==> src/rtl/fpsc_pkg.sv <==
package fpsc_pkg;
  localparam int unsigned WORD_W   = 32;
  localparam int unsigned NEXC     = 5;
  localparam int unsigned RM_LSB   = 0;
  localparam int unsigned RM_W     = 2;
  localparam int unsigned FLAG_LSB = 2;
  localparam int unsigned EN_LSB   = FLAG_LSB + NEXC;
  localparam int unsigned CAUSE_LSB = EN_LSB + NEXC;
  localparam int unsigned CAUSE_W  = NEXC + 1;
  localparam int unsigned DN_BIT   = CAUSE_LSB + CAUSE_W;
  localparam int unsigned LIVE_W   = DN_BIT + 1;
  localparam logic [WORD_W-1:0] WR_MASK = WORD_W'((64'd1 << LIVE_W) - 64'd1);
  localparam logic [WORD_W-1:0] RST_VAL = WORD_W'(64'd1 << DN_BIT);
  localparam int unsigned VEC_W    = 12;
  localparam logic [VEC_W-1:0] TRAP_VEC = 12'h120;

  typedef enum logic [RM_W-1:0] {
    RM_NEAREST = 2'b00,
    RM_ZERO    = 2'b01
  } rmode_e;

  localparam int unsigned EXC_I = 0;
  localparam int unsigned EXC_U = 1;
  localparam int unsigned EXC_O = 2;
  localparam int unsigned EXC_Z = 3;
  localparam int unsigned EXC_V = 4;
endpackage

==> src/rtl/fpsc_cause_gen.sv <==
module fpsc_cause_gen
  import fpsc_pkg::*;
(
  input  logic [NEXC-1:0] raw_i,
  input  logic            approx_i,
  output logic [NEXC-1:0] cause_o
);
  always_comb begin
    cause_o = '0;
    for (int k = NEXC - 1; k >= 0; k--) begin
      if (raw_i[k]) cause_o[k] = 1'b1;
    end
    if (approx_i && (raw_i == '0)) cause_o[EXC_I] = 1'b1;
  end
endmodule

==> src/rtl/fpsc_trap_eval.sv <==
module fpsc_trap_eval
  import fpsc_pkg::*;
(
  input  logic [NEXC-1:0] cause_i,
  input  logic [NEXC-1:0] enable_i,
  output logic            hit_o
);
  logic [NEXC-1:0] overlap;
  genvar g;
  generate
    for (g = 0; g < NEXC; g++) begin : g_and
      assign overlap[g] = cause_i[g] & enable_i[g];
    end
  endgenerate
  assign hit_o = |overlap;
endmodule

==> src/rtl/fpsc_mode_decode.sv <==
module fpsc_mode_decode
  import fpsc_pkg::*;
(
  input  logic [WORD_W-1:0] word_i,
  output logic              trunc_o,
  output logic              ftz_o
);
  rmode_e rm;
  assign rm      = rmode_e'(word_i[RM_LSB +: RM_W]);
  assign trunc_o = (rm == RM_ZERO);
  assign ftz_o   = word_i[DN_BIT];
endmodule

==> src/rtl/fpsc_ctrl.sv <==
module fpsc_ctrl
  import fpsc_pkg::*;
(
  input  logic              clk,
  input  logic              rst,
  input  logic              wr_en_i,
  input  logic [WORD_W-1:0] wr_data_i,
  input  logic              op_done_i,
  input  logic [NEXC-1:0]   op_flags_i,
  input  logic              op_approx_i,
  output logic [WORD_W-1:0] csr_o,
  output logic              rnd_trunc_o,
  output logic              ftz_o,
  output logic              trap_o,
  output logic [VEC_W-1:0]  trap_vec_o
);
  logic [WORD_W-1:0] csr_q, csr_nxt;
  logic [NEXC-1:0]   cause_new;
  logic              hit;
  logic              trap_q;
  logic [VEC_W-1:0]  vec_q;

  fpsc_cause_gen u_cause (
    .raw_i    (op_flags_i),
    .approx_i (op_approx_i),
    .cause_o  (cause_new)
  );

  fpsc_trap_eval u_trap (
    .cause_i  (cause_new),
    .enable_i (csr_q[EN_LSB +: NEXC]),
    .hit_o    (hit)
  );

  fpsc_mode_decode u_mode (
    .word_i  (csr_q),
    .trunc_o (rnd_trunc_o),
    .ftz_o   (ftz_o)
  );

  always_comb begin
    csr_nxt = csr_q;
    csr_nxt[CAUSE_LSB +: CAUSE_W] = {1'b0, cause_new};
    csr_nxt[FLAG_LSB +: NEXC] = csr_q[FLAG_LSB +: NEXC] | cause_new;
  end

  always_ff @(posedge clk) begin
    if (rst) begin
      csr_q  <= RST_VAL;
      trap_q <= 1'b0;
      vec_q  <= '0;
    end else begin
      trap_q <= 1'b0;
      vec_q  <= '0;
      if (wr_en_i) begin
        csr_q <= wr_data_i & WR_MASK;
      end else if (op_done_i) begin
        csr_q  <= csr_nxt;
        trap_q <= hit;
        vec_q  <= hit ? TRAP_VEC : '0;
      end
    end
  end

  assign csr_o      = csr_q;
  assign trap_o     = trap_q;
  assign trap_vec_o = vec_q;
endmodule

==> config.mk <==
export PLATFORM = sky130hd
export DESIGN_NAME = fpsc_ctrl
export DESIGN_NICKNAME = d
export VERILOG_FILES = /design/src/rtl/fpsc_pkg.sv /design/src/rtl/fpsc_cause_gen.sv /design/src/rtl/fpsc_trap_eval.sv /design/src/rtl/fpsc_mode_decode.sv /design/src/rtl/fpsc_ctrl.sv
export SDC_FILE = /design/constraint.sdc
export NUM_CORES = 1
export LEC_CHECK = 0
export ABC_AREA = 0
export BUFFER_PORTS_ARGS = -buffer_cell sky130_fd_sc_hd__buf_4
export CORE_UTILIZATION = 41
export DETAILED_ROUTE_END_ITERATION = 10
export PLACE_DENSITY_LB_ADDON = 0.2
export REMOVE_ABC_BUFFERS = 1
export SLEW_MARGIN = 30
export SYNTH_ARGS = -nofsm -noshare
export SYNTH_HDL_FRONTEND = slang
export SYNTH_SLANG_ARGS = --single-unit
==> constraint.sdc <==
create_clock -name clk -period 1.4 [get_ports clk]
set_input_delay 0 -clock clk [delete_from_list [all_inputs] [get_ports clk]]
set_output_delay 0 -clock clk [all_outputs]
set_load 0.01 [all_outputs]
==> impl_metrics.tcl, run 1 <==
set metrics [dict create \
    status "finished clean" \
    final_antenna_net_count 0 \
    hold_viol 0 \
    post_cts_buffers 0 \
    synthCells 113 \
    grt_pass1_vias 801 \
    vdd_ir_drop_max_mv 0.670 \
    synth_area_leaders "dfxtp_1 (37%), buf_4 (19%), mux2i_1 (11%), nor2_1 (4.5%), mux2_2 (4.2%)" \
    dp_slack_ns 0.516 \
    io_buffers 52 \
    die_h_um 53.4 \
    yosys_warnings 0 \
    h-tree-depth 1 \
    post-route-min-period_ns 1.31 \
    worst_slack_ns 0.0911 \
    first_pass_iters 4 \
    track_usage_pct 15.8 \
    yosysTopAreaCellShare_pct 37.0 \
    crit_slowest_cell "dlygate4sd3_1" \
    synthesis.area_um2 1080 \
    synth_top_area_cell "dfxtp_1" \
    cts_sinks 20 \
    route.detailed.drc 0 \
    clock_latency_ns 0.29 \
    clk_pin_slew_ns 0.11 \
    clk_path_buf_depth 2 \
    setup_viol 0 \
    synth.avg_cell_area_um2 9.57 \
    gp_congestion 0.674 \
    final.setup_skew_ns 0.00297 \
    ctsResizeCount 0 \
    coreArea_um2 2480 \
    rsz0062_at_grt "no" \
    crit_path_end_kind "flop" \
    cts_inserted_buffers 3 \
    gr-total-overflow 0 \
    root_buffer "clkbuf_4" \
    min_period_over_period_pct 93.5 \
    wl_per_cell_um 10.7 \
    ys_ff_latch 20 \
    wl_um 2240 \
    io_pins 89 \
    required_ns 1.59 \
    tns_ns 0 \
    cp_data_arrival_time_ns 1.50 \
    crit_top_cell "dlygate4sd3_1" \
    grt_pass1_wl_um 3270 \
    crit_type "in -> reg" \
    synthToLayoutAreaGrowth_pct 47.8 \
    dieArea_um2 2850 \
    dp_hpwl_um 1520 \
    vias_per_cell 4.55 \
    antenna_found_initial 0 \
    worst_setup_path_start_kind "input port" \
    final_util_pct 64.5 \
    synth.distinct_cells 26 \
    seq_area_frac_synth_pct 37.0 \
    cts_tree "done" \
    slowest_delay_ns 0.59 \
    drv_cap 0 \
    mostFrequentLayoutCells "buf_4 (52), conb_1 (23), dlygate4sd3_1 (21)" \
    drv_slew 0 \
    die-width_um 53.4 \
    row_count 18 \
    nFillCells 214 \
    start_util_pct 43.6 \
    grt_max_degree 29 \
    vias 955 \
    p_per_area_nw_per_um2 814 \
    drtIter0Drc 7 \
    p_leak_nw 0.776 \
    hold_class "in -> reg" \
    nets 223 \
    critPathMaxFanout 2 \
    antenna_cells 0 \
    fmax_mhz 764 \
    final_common_cell "buf_4" \
    drive_gt1_share_pct 35.6 \
    crit_chain "dlygate4sd3_1 > buf_4 > a21oi_1 > dlygate4sd3_1 > o21ai_1" \
]
-- layer usage --
| metal | wire [µm] | track usage [%] |
|---|---|---|
| met1 | 934 | 17.7 |
| met2 | 1160 | 29.0 |
| met3 | 131 | 2.59 |
| met4 | 12 | 6.58 |
| met5 | 0 | 0 |
-- synthesized netlist by cell type (all sizes together) --
cell type / instances
buf: 32
dfxtp: 20
nor2: 13
mux2i: 12
nor2b: 6
a211oi: 4
mux2: 4
nor3: 4
a21oi: 2
a22o: 2
nand2: 2
nor3b: 2
o21ai: 2
a211o: 1
a311oi: 1
conb: 1
inv: 1
nand2b: 1
nor4: 1
o22ai: 1
o31ai: 1
-- per-stage QoR --
stage	hold WS (ns)	total power, mW	cell area [µm²]	cells
final	0.0229	1.30	1600	210
after global routing	0.00793	1.38	1600	210
after CTS	0.0140	1.32	1600	210
after detailed placement	0.224	0.939	1350	185
after global placement	0.207	0.933	1350	185
after floorplan	0.0679	0.767	923	103
-- repair_timing --
item,4_1_cts,5_1_grt
hold buffers,21,0
setup endpoints to repair,0,0
hold endpoints to repair,20,0
-- worst max-delay path, delay by kind of cell --
| kind | cells | cell delay [ns] |
|---|---|---|
| buf+inv | 3 | 1.27 |
| compound gates | 2 | 0.23 |
-- cell families after synthesis --
kind of cell	after synthesis	share of synthesized area [%]
buffers and inverters	33	22.6
multiplexers	16	15.3
other	1	0.347
flip-flops	20	37.0
AO/OA/AOI/OAI	14	9.84
AND/OR/NAND/NOR	29	14.9
-- report_power, final --
part           leakage (nW)  switching, mW  internal (mW)  total (mW)
combinational         0.589          0.150          0.193       0.343
sequential            0.166         0.0222          0.607       0.630
clock                0.0210          0.170          0.158       0.328
-- state kept, by name, indices dropped and copies added (netlist names) --
register    count
csr_o          19
trap_vec_o      1
-- final cells by class --
| class | count | area (µm²) | area share [%] |
|---|---|---|---|
| Clock buffer | 4 | 36.3 | 2.27 |
| Timing Repair Buffer | 73 | 601 | 37.6 |
| Tap cell | 30 | 37.5 | 2.35 |
| Multi-Input combinational cell | 82 | 519 | 32.5 |
| Sequential cell | 20 | 400 | 25.1 |
| Inverter | 1 | 3.75 | 0.235 |
-- path summary, 6_finish.rpt --
check                                 start             to  slack [ns]  cells after the start
worst min-delay path                    rst      csr_o[12]        0.02                      2
worst max-delay path            op_approx_i  trap_vec_o[5]        0.09                      5
worst min register to register     csr_o[7]  trap_vec_o[5]        0.48                      2
worst max register to register     csr_o[9]  trap_vec_o[5]        0.49                      3
Power figures use the tool's default switching activity.
==> run 2, diff against run 1 <==
CORE_UTILIZATION = 43   (was 41)
CTS_BUF_LIST = sky130_fd_sc_hd__clkbuf_2 sky130_fd_sc_hd__clkbuf_4 sky130_fd_sc_hd__clkbuf_8   (was not set)
==> run 2 against run 1 <==
Compared with the run above:
- register-to-register slack hardly changed
- wire length is 7.7% higher
- final area down 1.6%
- critical path depth did not move
==> impl_metrics.tcl, run 2 (synthesis gave the netlist of run 1 again) <==
set metrics [dict create \
    dp_hpwl_um 1520 \
    grt_max_degree 29 \
    post_cts_buffers 0 \
    cp-startpoint "op_flags_i[0]" \
    io_pins 89 \
    nFillCells 203 \
    track_usage_pct 18.6 \
    final_antenna_net_count 0 \
    hold_class "in -> reg" \
    final.setup_skew_ns 0.000298 \
    dp_slack_ns 0.500 \
    cts_tree "done" \
    worst_setup_path_start_kind "input port" \
    p_leak_nw 0.765 \
    synthToLayoutAreaGrowth_pct 45.4 \
    placed_area_um2 1350 \
    final_common_cell "buf_4" \
    vias_per_cell 4.53 \
    worst_slack_ns 0.101 \
    drv_cap 0 \
    mostFrequentLayoutCells "buf_4 (52), conb_1 (23), dfxtp_1 (20), dlygate4sd3_1 (20), nor2_1 (13)" \
    final_util_pct 68.4 \
    h-tree-depth 1 \
    topRoutingLayerUsed "met3" \
    setup_viol 0 \
    drtIter0Drc 5 \
    grt_pass1_wl_um 3680 \
    status "finished clean" \
    antenna_cells 0 \
    wl_um 2420 \
    min_period_over_period_pct 92.8 \
    io_buffers 52 \
    crit_type "in -> reg" \
    cp_data_arrival_time_ns 1.48 \
    nets 222 \
    route.detailed.drc 0 \
    first_pass_iters 2 \
    drv_slew 0 \
    grt_pass1_vias 856 \
    clk_pin_slew_ns 0.10 \
    crit_path_end_kind "flop" \
    vias 934 \
    cts_inserted_buffers 3 \
    critPathMaxFanout 2 \
    fmax_mhz 770 \
    finalInstanceArea_um2 1570 \
    final_cells 206 \
    antenna_found_initial 0 \
    row_count 17 \
    drive_gt1_share_pct 35.4 \
    route.met2.wl_um 1160 \
    hold_start "op_done_i" \
    routed-wl-met3_um 189 \
    clock_latency_ns 0.28 \
    reg2reg_slack_ns 0.48 \
    cts_sinks 20 \
    die_h_um 52.1 \
    hold_slack_ns 0.0351 \
    power_mw 1.23 \
    required_ns 1.58 \
    r2r_start "csr_o[10]" \
    root_buffer "clkbuf_4" \
    coreArea_um2 2300 \
    vdd_ir_drop_max_mv 0.589 \
    post-route-min-period_ns 1.30 \
    cts_hold_buf 20 \
    tns_ns 0 \
    m1WireLength_um 1060 \
    largest_register_ffs 19 \
    post-place-cells 183 \
    ctsResizeCount 0 \
    hold_viol 0 \
    gr-total-overflow 0 \
    start_util_pct 47.1 \
    clk_path_buf_depth 2 \
    wl_per_cell_um 11.7 \
    dieArea_um2 2720 \
    rsz0062_at_grt "no" \
    p_per_area_nw_per_um2 783 \
    gp_congestion 0.644 \
    die-width_um 52.1 \
]
run 2: changes by cell type in the layout (fill, tap and decap cells not counted), sizes merged:
cell / change
clkbuf: -1
dlygate4sd3: -1
run 2: worst max-delay path, cell delays in order:
cell and delay (ns):
dlygate4sd3_1 0.55, buf_4 0.14, a21oi_1 0.15, dlygate4sd3_1 0.58, o21ai_1 0.06
run 2: path summary, 6_finish.rpt:
check | depth (start not counted) | end
setup reg to reg | 3 | trap_vec_o[5]
hold reg to reg | 2 | trap_vec_o[5]
setup / recovery | 5 | trap_vec_o[5]
hold / removal | 2 | csr_o[12]
run 2: final cells by class:
type                    count  area, µm²  area share, %
multi-input cells          82        519           33.0
flip-flops and latches     20        400           25.5
clock buffers               3       22.5           1.43
repair buffers             72        591           37.6
inverters                   1       3.75          0.239
well taps                  28       35.0           2.23
run 2: report_power, final:
group	internal [mW]	switching (mW)
clock	0.0999	0.156
sequential	0.607	0.0231
combinational	0.191	0.153
total	0.898	0.332
run 2: layer usage:
metal | global-route usage, % | vias to the layer above
li1 | - | 467
met1 | 21.3 | 413
met2 | 35.3 | 54
met3 | 2.63 | 0
met4 | 5.26 | 0
met5 | 0 | -
